### config.mk
export PLATFORM = sky130hd
export DESIGN_NAME = relcall_seq
export DESIGN_NICKNAME = d
export VERILOG_FILES = /design/src/rtl/relcall_pkg.sv /design/src/rtl/relcall_decode.sv /design/src/rtl/relcall_pcgen.sv /design/src/rtl/relcall_rstack.sv /design/src/rtl/relcall_seq.sv
export SDC_FILE = /design/constraint.sdc
export NUM_CORES = 1
export LEC_CHECK = 0
export ABC_AREA = 1
export BUFFER_PORTS_ARGS = -buffer_cell sky130_fd_sc_hd__buf_2
export CAP_MARGIN = 10
export CORE_ASPECT_RATIO = 2
export CORE_UTILIZATION = 55
export CTS_CLUSTER_SIZE = 28
export DETAILED_ROUTE_END_ITERATION = 12
export HOLD_SLACK_MARGIN = 0.1
export PLACE_DENSITY_LB_ADDON = 0.2
export RECOVER_POWER = 25
export SETUP_SLACK_MARGIN = 0.3
export SKIP_CTS_REPAIR_TIMING = 1
export SLEW_MARGIN = 20
export SYNTH_ARGS = -nofsm -noshare
export SYNTH_HDL_FRONTEND = slang
export SYNTH_SLANG_ARGS = --single-unit
### constraint.sdc
create_clock -name clk -period 3.1 [get_ports clk]
set_input_delay 0.155 -clock clk [delete_from_list [all_inputs] [get_ports clk]]
set_output_delay 0.155 -clock clk [all_outputs]
set_load 0.005 [all_outputs]
### src/rtl/relcall_pkg.sv
package relcall_pkg;
  typedef enum logic [1:0] {
    OP_STEP  = 2'd0,
    OP_CALL  = 2'd1,
    OP_SWRST = 2'd2
  } op_kind_e;

  localparam logic [4:0]  CALL_PREFIX = 5'b11011;
  localparam logic [15:0] SWRST_WORD  = 16'h00FF;
endpackage

### src/rtl/relcall_decode.sv
module relcall_decode
  import relcall_pkg::*;
#(
  parameter int WORD_W = 16,
  parameter int OFF_W  = 11,
  parameter int PC_W   = 21
) (
  input  logic [WORD_W-1:0] word,
  output op_kind_e          kind,
  output logic [PC_W-1:0]   byte_disp
);
  localparam int EXT_W = PC_W - OFF_W - 1;

  always_comb begin
    if (word[WORD_W-1 -: 5] == CALL_PREFIX) begin
      kind = OP_CALL;
    end else if (word == SWRST_WORD) begin
      kind = OP_SWRST;
    end else begin
      kind = OP_STEP;
    end
  end

  // word offset sign-extended and doubled into a byte displacement
  assign byte_disp = {{EXT_W{word[OFF_W-1]}}, word[OFF_W-1:0], 1'b0};
endmodule

### src/rtl/relcall_pcgen.sv
module relcall_pcgen
  import relcall_pkg::*;
#(
  parameter int PC_W = 21
) (
  input  logic            clk,
  input  logic            rst_n,
  input  logic            fetch_vld,
  input  op_kind_e        kind,
  input  logic [PC_W-1:0] byte_disp,
  output logic [PC_W-1:0] pc_q,
  output logic [PC_W-1:0] ret_addr,
  output logic            kill_q,
  output logic            push_en,
  output logic            clr_en,
  output logic            swrst_q
);
  localparam logic [PC_W-1:0] WORD_STEP = PC_W'(2);

  logic            accept;
  logic [PC_W-1:0] pc_d;
  logic            kill_d;
  logic            pc_en;
  logic            kill_en;

  assign accept   = fetch_vld && !kill_q;
  assign ret_addr = pc_q + WORD_STEP;
  assign push_en  = accept && (kind == OP_CALL);
  assign clr_en   = accept && (kind == OP_SWRST);
  assign pc_en    = accept;
  assign kill_en  = fetch_vld;

  always_comb begin
    pc_d   = ret_addr;
    kill_d = 1'b0;
    case (kind)
      OP_CALL: begin
        pc_d   = ret_addr + byte_disp;
        kill_d = 1'b1;
      end
      OP_SWRST: pc_d = '0;
      default:  pc_d = ret_addr;
    endcase
    if (kill_q) begin
      kill_d = 1'b0;
    end
  end

  always_ff @(posedge clk or negedge rst_n) begin
    if (!rst_n) begin
      pc_q    <= '0;
      kill_q  <= 1'b0;
      swrst_q <= 1'b0;
    end else begin
      if (pc_en) begin
        pc_q <= pc_d;
      end
      if (kill_en) begin
        kill_q <= kill_d;
      end
      swrst_q <= clr_en;
    end
  end

  a_r1_pc_even: assert property (@(posedge clk) disable iff (!rst_n)
    pc_q[0] == 1'b0);
  a_r2_step_adds_two: assert property (@(posedge clk) disable iff (!rst_n)
    (accept && kind == OP_STEP) |=> (pc_q == $past(pc_q) + WORD_STEP));
  a_r2_idle_holds: assert property (@(posedge clk) disable iff (!rst_n)
    !fetch_vld |=> $stable(pc_q));
  a_r3_call_arms_kill: assert property (@(posedge clk) disable iff (!rst_n)
    (accept && kind == OP_CALL) |=> kill_q);
  a_r4_killed_slot_holds: assert property (@(posedge clk) disable iff (!rst_n)
    (kill_q && fetch_vld) |=> ($stable(pc_q) && !kill_q && !swrst_q));
  a_r5_pulse_one_cycle: assert property (@(posedge clk) disable iff (!rst_n)
    swrst_q |=> !swrst_q);
endmodule

### src/rtl/relcall_rstack.sv
module relcall_rstack #(
  parameter int DEPTH = 31,
  parameter int DW    = 21
) (
  input  logic          clk,
  input  logic          rst_n,
  input  logic          push_en,
  input  logic [DW-1:0] push_data,
  input  logic          pop_req,
  input  logic          clr_en,
  output logic [DW-1:0] tos,
  output logic          ovf_q,
  output logic          unf_q
);
  localparam int CNT_W = $clog2(DEPTH + 1);
  localparam int IDX_W = (DEPTH > 1) ? $clog2(DEPTH) : 1;
  localparam logic [CNT_W-1:0] FULL = CNT_W'(DEPTH);

  logic [DW-1:0]    mem [DEPTH];
  logic [CNT_W-1:0] cnt_q, cnt_d;
  logic             ovf_d, unf_d;
  logic             pop_en, full, empty, wr_en;
  logic [IDX_W-1:0] wr_idx, top_idx;

  assign full    = (cnt_q == FULL);
  assign empty   = (cnt_q == '0);
  assign pop_en  = pop_req && !push_en && !clr_en;
  assign wr_en   = push_en && !full;
  assign wr_idx  = IDX_W'(cnt_q);
  assign top_idx = IDX_W'(cnt_q - CNT_W'(1));
  assign tos     = empty ? '0 : mem[top_idx];

  always_comb begin
    cnt_d = cnt_q;
    ovf_d = ovf_q;
    unf_d = unf_q;
    if (clr_en) begin
      cnt_d = '0;
      ovf_d = 1'b0;
      unf_d = 1'b0;
    end else if (push_en) begin
      if (full) ovf_d = 1'b1;
      else      cnt_d = cnt_q + CNT_W'(1);
    end else if (pop_en) begin
      if (empty) unf_d = 1'b1;
      else       cnt_d = cnt_q - CNT_W'(1);
    end
  end

  always_ff @(posedge clk or negedge rst_n) begin
    if (!rst_n) begin
      cnt_q <= '0;
      ovf_q <= 1'b0;
      unf_q <= 1'b0;
    end else begin
      cnt_q <= cnt_d;
      ovf_q <= ovf_d;
      unf_q <= unf_d;
    end
  end

  // storage entries carry no reset; occupancy alone defines validity
  for (genvar g = 0; g < DEPTH; g++) begin : g_entry
    always_ff @(posedge clk) begin
      if (wr_en && (wr_idx == IDX_W'(g))) begin
        mem[g] <= push_data;
      end
    end
  end

  a_r6_ovf_sticky: assert property (@(posedge clk) disable iff (!rst_n)
    (ovf_q && !clr_en) |=> ovf_q);
  a_r6_full_push_dropped: assert property (@(posedge clk) disable iff (!rst_n)
    (push_en && full) |=> (ovf_q && $stable(tos)));
  a_r7_unf_sticky: assert property (@(posedge clk) disable iff (!rst_n)
    (unf_q && !clr_en) |=> unf_q);
  a_r3_push_shows_tos: assert property (@(posedge clk) disable iff (!rst_n)
    (push_en && !full) |=> (tos == $past(push_data)));
  a_r8_pop_masked: assert property (@(posedge clk) disable iff (!rst_n)
    (pop_req && push_en && !full) |=> (cnt_q == $past(cnt_q) + CNT_W'(1)));
endmodule

### src/rtl/relcall_seq.sv
module relcall_seq
  import relcall_pkg::*;
#(
  parameter int PC_W      = 21,
  parameter int WORD_W    = 16,
  parameter int OFF_W     = 11,
  parameter int STK_DEPTH = 31
) (
  input  logic              clk,
  input  logic              rst_n,
  input  logic              fetch_vld,
  input  logic [WORD_W-1:0] instr,
  input  logic              pop_req,
  output logic [PC_W-1:0]   pc,
  output logic [PC_W-1:0]   tos,
  output logic              stk_ovf,
  output logic              stk_unf,
  output logic              slot_kill,
  output logic              sw_rst_pulse
);
  logic            rst_meta_q, rst_sync_n;
  op_kind_e        kind;
  logic [PC_W-1:0] byte_disp, ret_addr;
  logic            push_en, clr_en;

  // asynchronous assertion, two-flop synchronous release
  always_ff @(posedge clk or negedge rst_n) begin
    if (!rst_n) begin
      rst_meta_q <= 1'b0;
      rst_sync_n <= 1'b0;
    end else begin
      rst_meta_q <= 1'b1;
      rst_sync_n <= rst_meta_q;
    end
  end

  relcall_decode #(.WORD_W(WORD_W), .OFF_W(OFF_W), .PC_W(PC_W)) u_dec (
    .word      (instr),
    .kind      (kind),
    .byte_disp (byte_disp)
  );

  relcall_pcgen #(.PC_W(PC_W)) u_pcgen (
    .clk       (clk),
    .rst_n     (rst_sync_n),
    .fetch_vld (fetch_vld),
    .kind      (kind),
    .byte_disp (byte_disp),
    .pc_q      (pc),
    .ret_addr  (ret_addr),
    .kill_q    (slot_kill),
    .push_en   (push_en),
    .clr_en    (clr_en),
    .swrst_q   (sw_rst_pulse)
  );

  relcall_rstack #(.DEPTH(STK_DEPTH), .DW(PC_W)) u_stk (
    .clk       (clk),
    .rst_n     (rst_sync_n),
    .push_en   (push_en),
    .push_data (ret_addr),
    .pop_req   (pop_req),
    .clr_en    (clr_en),
    .tos       (tos),
    .ovf_q     (stk_ovf),
    .unf_q     (stk_unf)
  );

  a_r5_pulse_after_clear: assert property (@(posedge clk) disable iff (!rst_sync_n)
    sw_rst_pulse |-> (pc == '0 && tos == '0 && !stk_ovf && !stk_unf));
  a_r9_reset_quiet: assert property (@(posedge clk)
    !rst_sync_n |-> (pc == '0 && !slot_kill && !sw_rst_pulse));
endmodule

==> impl_metrics.toml <==
[timing]
worst_slack_ps = -10.4
rsz0062_at_grt = "true"
finalCriticalPeriod_ps = 3110
min_period_over_period_pct = 100
slew_headroom_pct = -36.9
maxSlewViolCount = 164
setup_viol = 2
max_freq_ghz = 0.322
skew_ps = 20.8
tns_ps = -11.0
worstMarginPinSlew_ps = 2050
hold_violations = 0

[clock_network]
insertion_delay_ps = 600
cts_buffer_depth = 3
root_buffer = "clkbuf_16"
htreeDepth = 2
clk_pin_slew_ps = 70
cts_tree = "built"
cts_buffers = 52
cts.sinks = 651

[synth]
muxShareOfSynthArea_pct = 0
synthAdderAreaFrac_pct = 1.35
synth_warnings = 0
ys_types = 47
synth_top_family_by_area = "simple AND/OR/NAND/NOR gates"
ys_ff_latch = 651
yosysSeqAreaShare_pct = 68.6
synth-simple-area-share_pct = 22.3
synthCells = 2527
synth_edf_count = 620
syn_avg_cell_area_sq_um = 11.2
mappedNetlistArea_sq_um = 28300
synth_xor_area_share_pct = 0.611
synth-compound-area-share_pct = 3.28
yosys_most_used_dff = "edfxtp_1"
synthArstFlopShare_pct = 4.76

[grt]
antenna_found_initial = 1
grt_pass1_vias = 19381
grt_usage_pct = 32.3
gr-total-overflow = 0
grt_start_max_net_pins = 206
grt_pass1_wl_microns = 121000

[setup_path]
worstSetupPathType = "reg2out"
critPathMaxStageDelay_ps = 520
cp_data_arrival_time_ps = 2960
critPathMostFrequentCell = "buf_6"
ff2ff_path_depth = 5
r2r-end = "u_stk.mem[2][6]$_DFFE_PP_"
crit_chain = "clkinv_8 -> ha_4 -> buf_6 -> buf_6 -> clkbuf_16 -> nand3_2 -> o21ai_2 -> o211ai_1 -> nand3_1 -> a21oi_2 -> buf_2"
r2r_start = "u_pcgen.pc_q[5]$_DFFE_PN0P_"
cp_slowest_cell = "dfrtp_4"
worstSetupStartpointType = "register"
r2r_setup_slack_ps = 80
cp_top_family = "buffers and inverters"
cp_max_fo = 8
worst-path-buf-inv = 5
cp-end-kind = "primary output"
critical_path_required_ps = 2940

[drt]
viasPerCell = 6.21
totalWireLength_microns = 92700
drc = 0
drt_pass1_iterations = 6
post_drt_wl_per_cell_microns = 27.3
final_antenna_net_count = 0
num_vias = 21085
drt_iter0_drc = 2082

[layout]
drive_gt1_share_pct = 19.1
final_cells = 3393
multi_input_area_sq_um = 8670
fill_cells = 3692
nets = 2752
seqCellArea_sq_um = 19400
area_delta_synth_final_pct = 18.9
diodes = 0

[run]
drv_cap = 5

[die]
die_y_microns = 323
rows = 117
io_pins = 66
initial_core_util_pct = 55.6
die_area_sq_um = 52400
core_sq_um = 50800
die_w_microns = 162

[worst_hold_path]
hold_path.class = "in2reg"
hold_end = "u_pcgen.pc_q[6]$_DFFE_PN0P_"
hold_depth = 5
hp-start = "instr[12]"

[outcome]
status = "finished, violations left"
violations = "capacitance limit, slew limit, setup timing"

[placed_design]
dp_hpwl_microns = 51700
place_congestion = 0.985
place_inst = 3203
port_buffers = 63
==> cell usage in the layout (no fill, tap or decap), types with 7 or more instances in the layout <==
cell	synthesis	final
a21oi_1	67	38
a21oi_2	1	27
buf_12	0	17
buf_16	0	11
buf_2	94	55
buf_4	26	95
buf_6	1	19
clkbuf_1	18	34
clkbuf_16	0	78
clkinv_2	0	9
dfrtp_1	31	26
dlygate4sd3_1	0	8
edfxtp_1	620	620
ha_1	29	16
ha_4	0	7
inv_1	69	62
inv_2	14	14
nand2_1	702	699
nand2_2	10	12
nand3_1	566	503
nand3_2	2	62
nand4_1	9	9
nor2_1	108	76
nor2_2	0	30
nor3_4	1	10
o211ai_1	21	21
o21ai_0	44	35
o21ai_1	8	15
xnor2_1	7	7
==> through the flow <==
step | hold slack (ps) | worst slack (ps) | utilization [%] | area [sq um]
3_3_place_gp | -58.7 | 85.4 | 58.9 | 29900
4_1_cts | -682 | -355 | 62.1 | 31600
2_1_floorplan | -141 | 7.74 | - | 28400
6_report | 81.4 | -10.4 | 66.2 | 33600
5_1_grt | 78.2 | -13.2 | 66.2 | 33600
3_5_place_dp | -56.9 | 38.6 | 58.9 | 29900
==> cells in the mapped netlist, types with 2 or more instances <==
master / number / area (sq um)
conb_1: 2 / 7.51
and2_1: 4 / 25.0
o21ai_0: 44 / 220
nand3_1: 566 / 2830
nor3_1: 14 / 70.1
inv_2: 14 / 52.6
nand2_1: 702 / 2640
o211ai_1: 21 / 158
buf_2: 94 / 470
nand4_1: 9 / 56.3
buf_4: 26 / 195
nand2_2: 10 / 62.6
o21bai_1: 7 / 52.6
a21oi_1: 67 / 335
a31oi_1: 6 / 37.5
ha_1: 29 / 363
nor2_1: 108 / 405
or2_2: 5 / 31.3
clkbuf_1: 18 / 67.6
xnor2_1: 7 / 61.3
nand3_2: 2 / 20.0
inv_1: 69 / 259
o21ai_1: 8 / 40.0
o221ai_1: 5 / 43.8
buf_1: 4 / 15.0
edfxtp_1: 620 / 18600
nand3b_1: 4 / 30.0
xor2_1: 9 / 78.8
nor2_4: 3 / 33.8
nor3_2: 2 / 20.0
dfrtp_1: 31 / 776
clkbuf_4: 2 / 15.0
==> state kept, by name, indices dropped and copies added, names as in the netlist <==
signal / cells
rst_meta_q: 1
u_stk.ovf_q: 1
u_stk.cnt_q: 5
u_stk.unf_q: 1
u_pcgen.kill_q: 1
u_pcgen.swrst_q: 1
rst_sync_n: 1
u_stk.mem: 620
u_pcgen.pc_q: 20
==> worst register-to-register path, delay by kind of cell (launching register included) <==
family,cells,cell delay [ps]
XOR/XNOR,1,330
AND/OR/NAND/NOR,2,260
flip-flops,1,440
buffers and inverters,2,1500
==> logic make-up (layout without fill, tap and decap cells) <==
family,count (synthesis),in the layout
other cells,2,3
flops,651,651
fa+ha+maj,30,30
compound gates,163,163
xor+xnor,18,18
buf+inv,228,439
simple gates,1435,1435
==> worst max-delay path by stage <==
stage | startpoint | to | slack, ps | cells after the start
after detailed placement | u_pcgen.pc_q[2]$_DFFE_PN0P_ | u_pcgen.pc_q[10]$_DFFE_PN0P_ | 40 | 14
after CTS | u_stk.cnt_q[0]$_DFFE_PN0P_ | tos[16] | -360 | 9
after global placement | u_pcgen.pc_q[1]$_DFFE_PN0P_ | u_pcgen.pc_q[10]$_DFFE_PN0P_ | 90 | 14
after global routing | u_stk.cnt_q[0]$_DFFE_PN0P_ | tos[16] | -10 | 10
final | u_stk.cnt_q[0]$_DFFE_PN0P_ | tos[14] | -10 | 11
after floorplan | u_stk.cnt_q[0]$_DFFE_PN0P_ | u_stk.mem[2][10]$_DFFE_PP_ | 8 | 7
==> area by class of cell <==
class                      count  share of cell area [%]
clock buffer                  68                    4.24
sequential                   651                    57.7
timing repair buffer         262                    8.07
clock inverter                23                   0.640
timing repair inverter         3                  0.0744
multi-input combinational   1649                    25.8
inverter                      83                    1.05
tap                          654                    2.43
==> metal layers <==
metal / GRT usage [%] / part of all wire [%] / wire (microns)
met2: 56.8 / 51 / 47200
met5: 0 / 0 / 0
met1: 37.2 / 33 / 30200
met4: 21.2 / 8.7 / 8080
met3: 3.11 / 7.8 / 7210
Power is left out: the tool's default activity adds up to more than one toggle a clock period on the data nets, which glitch-free logic cannot reach.
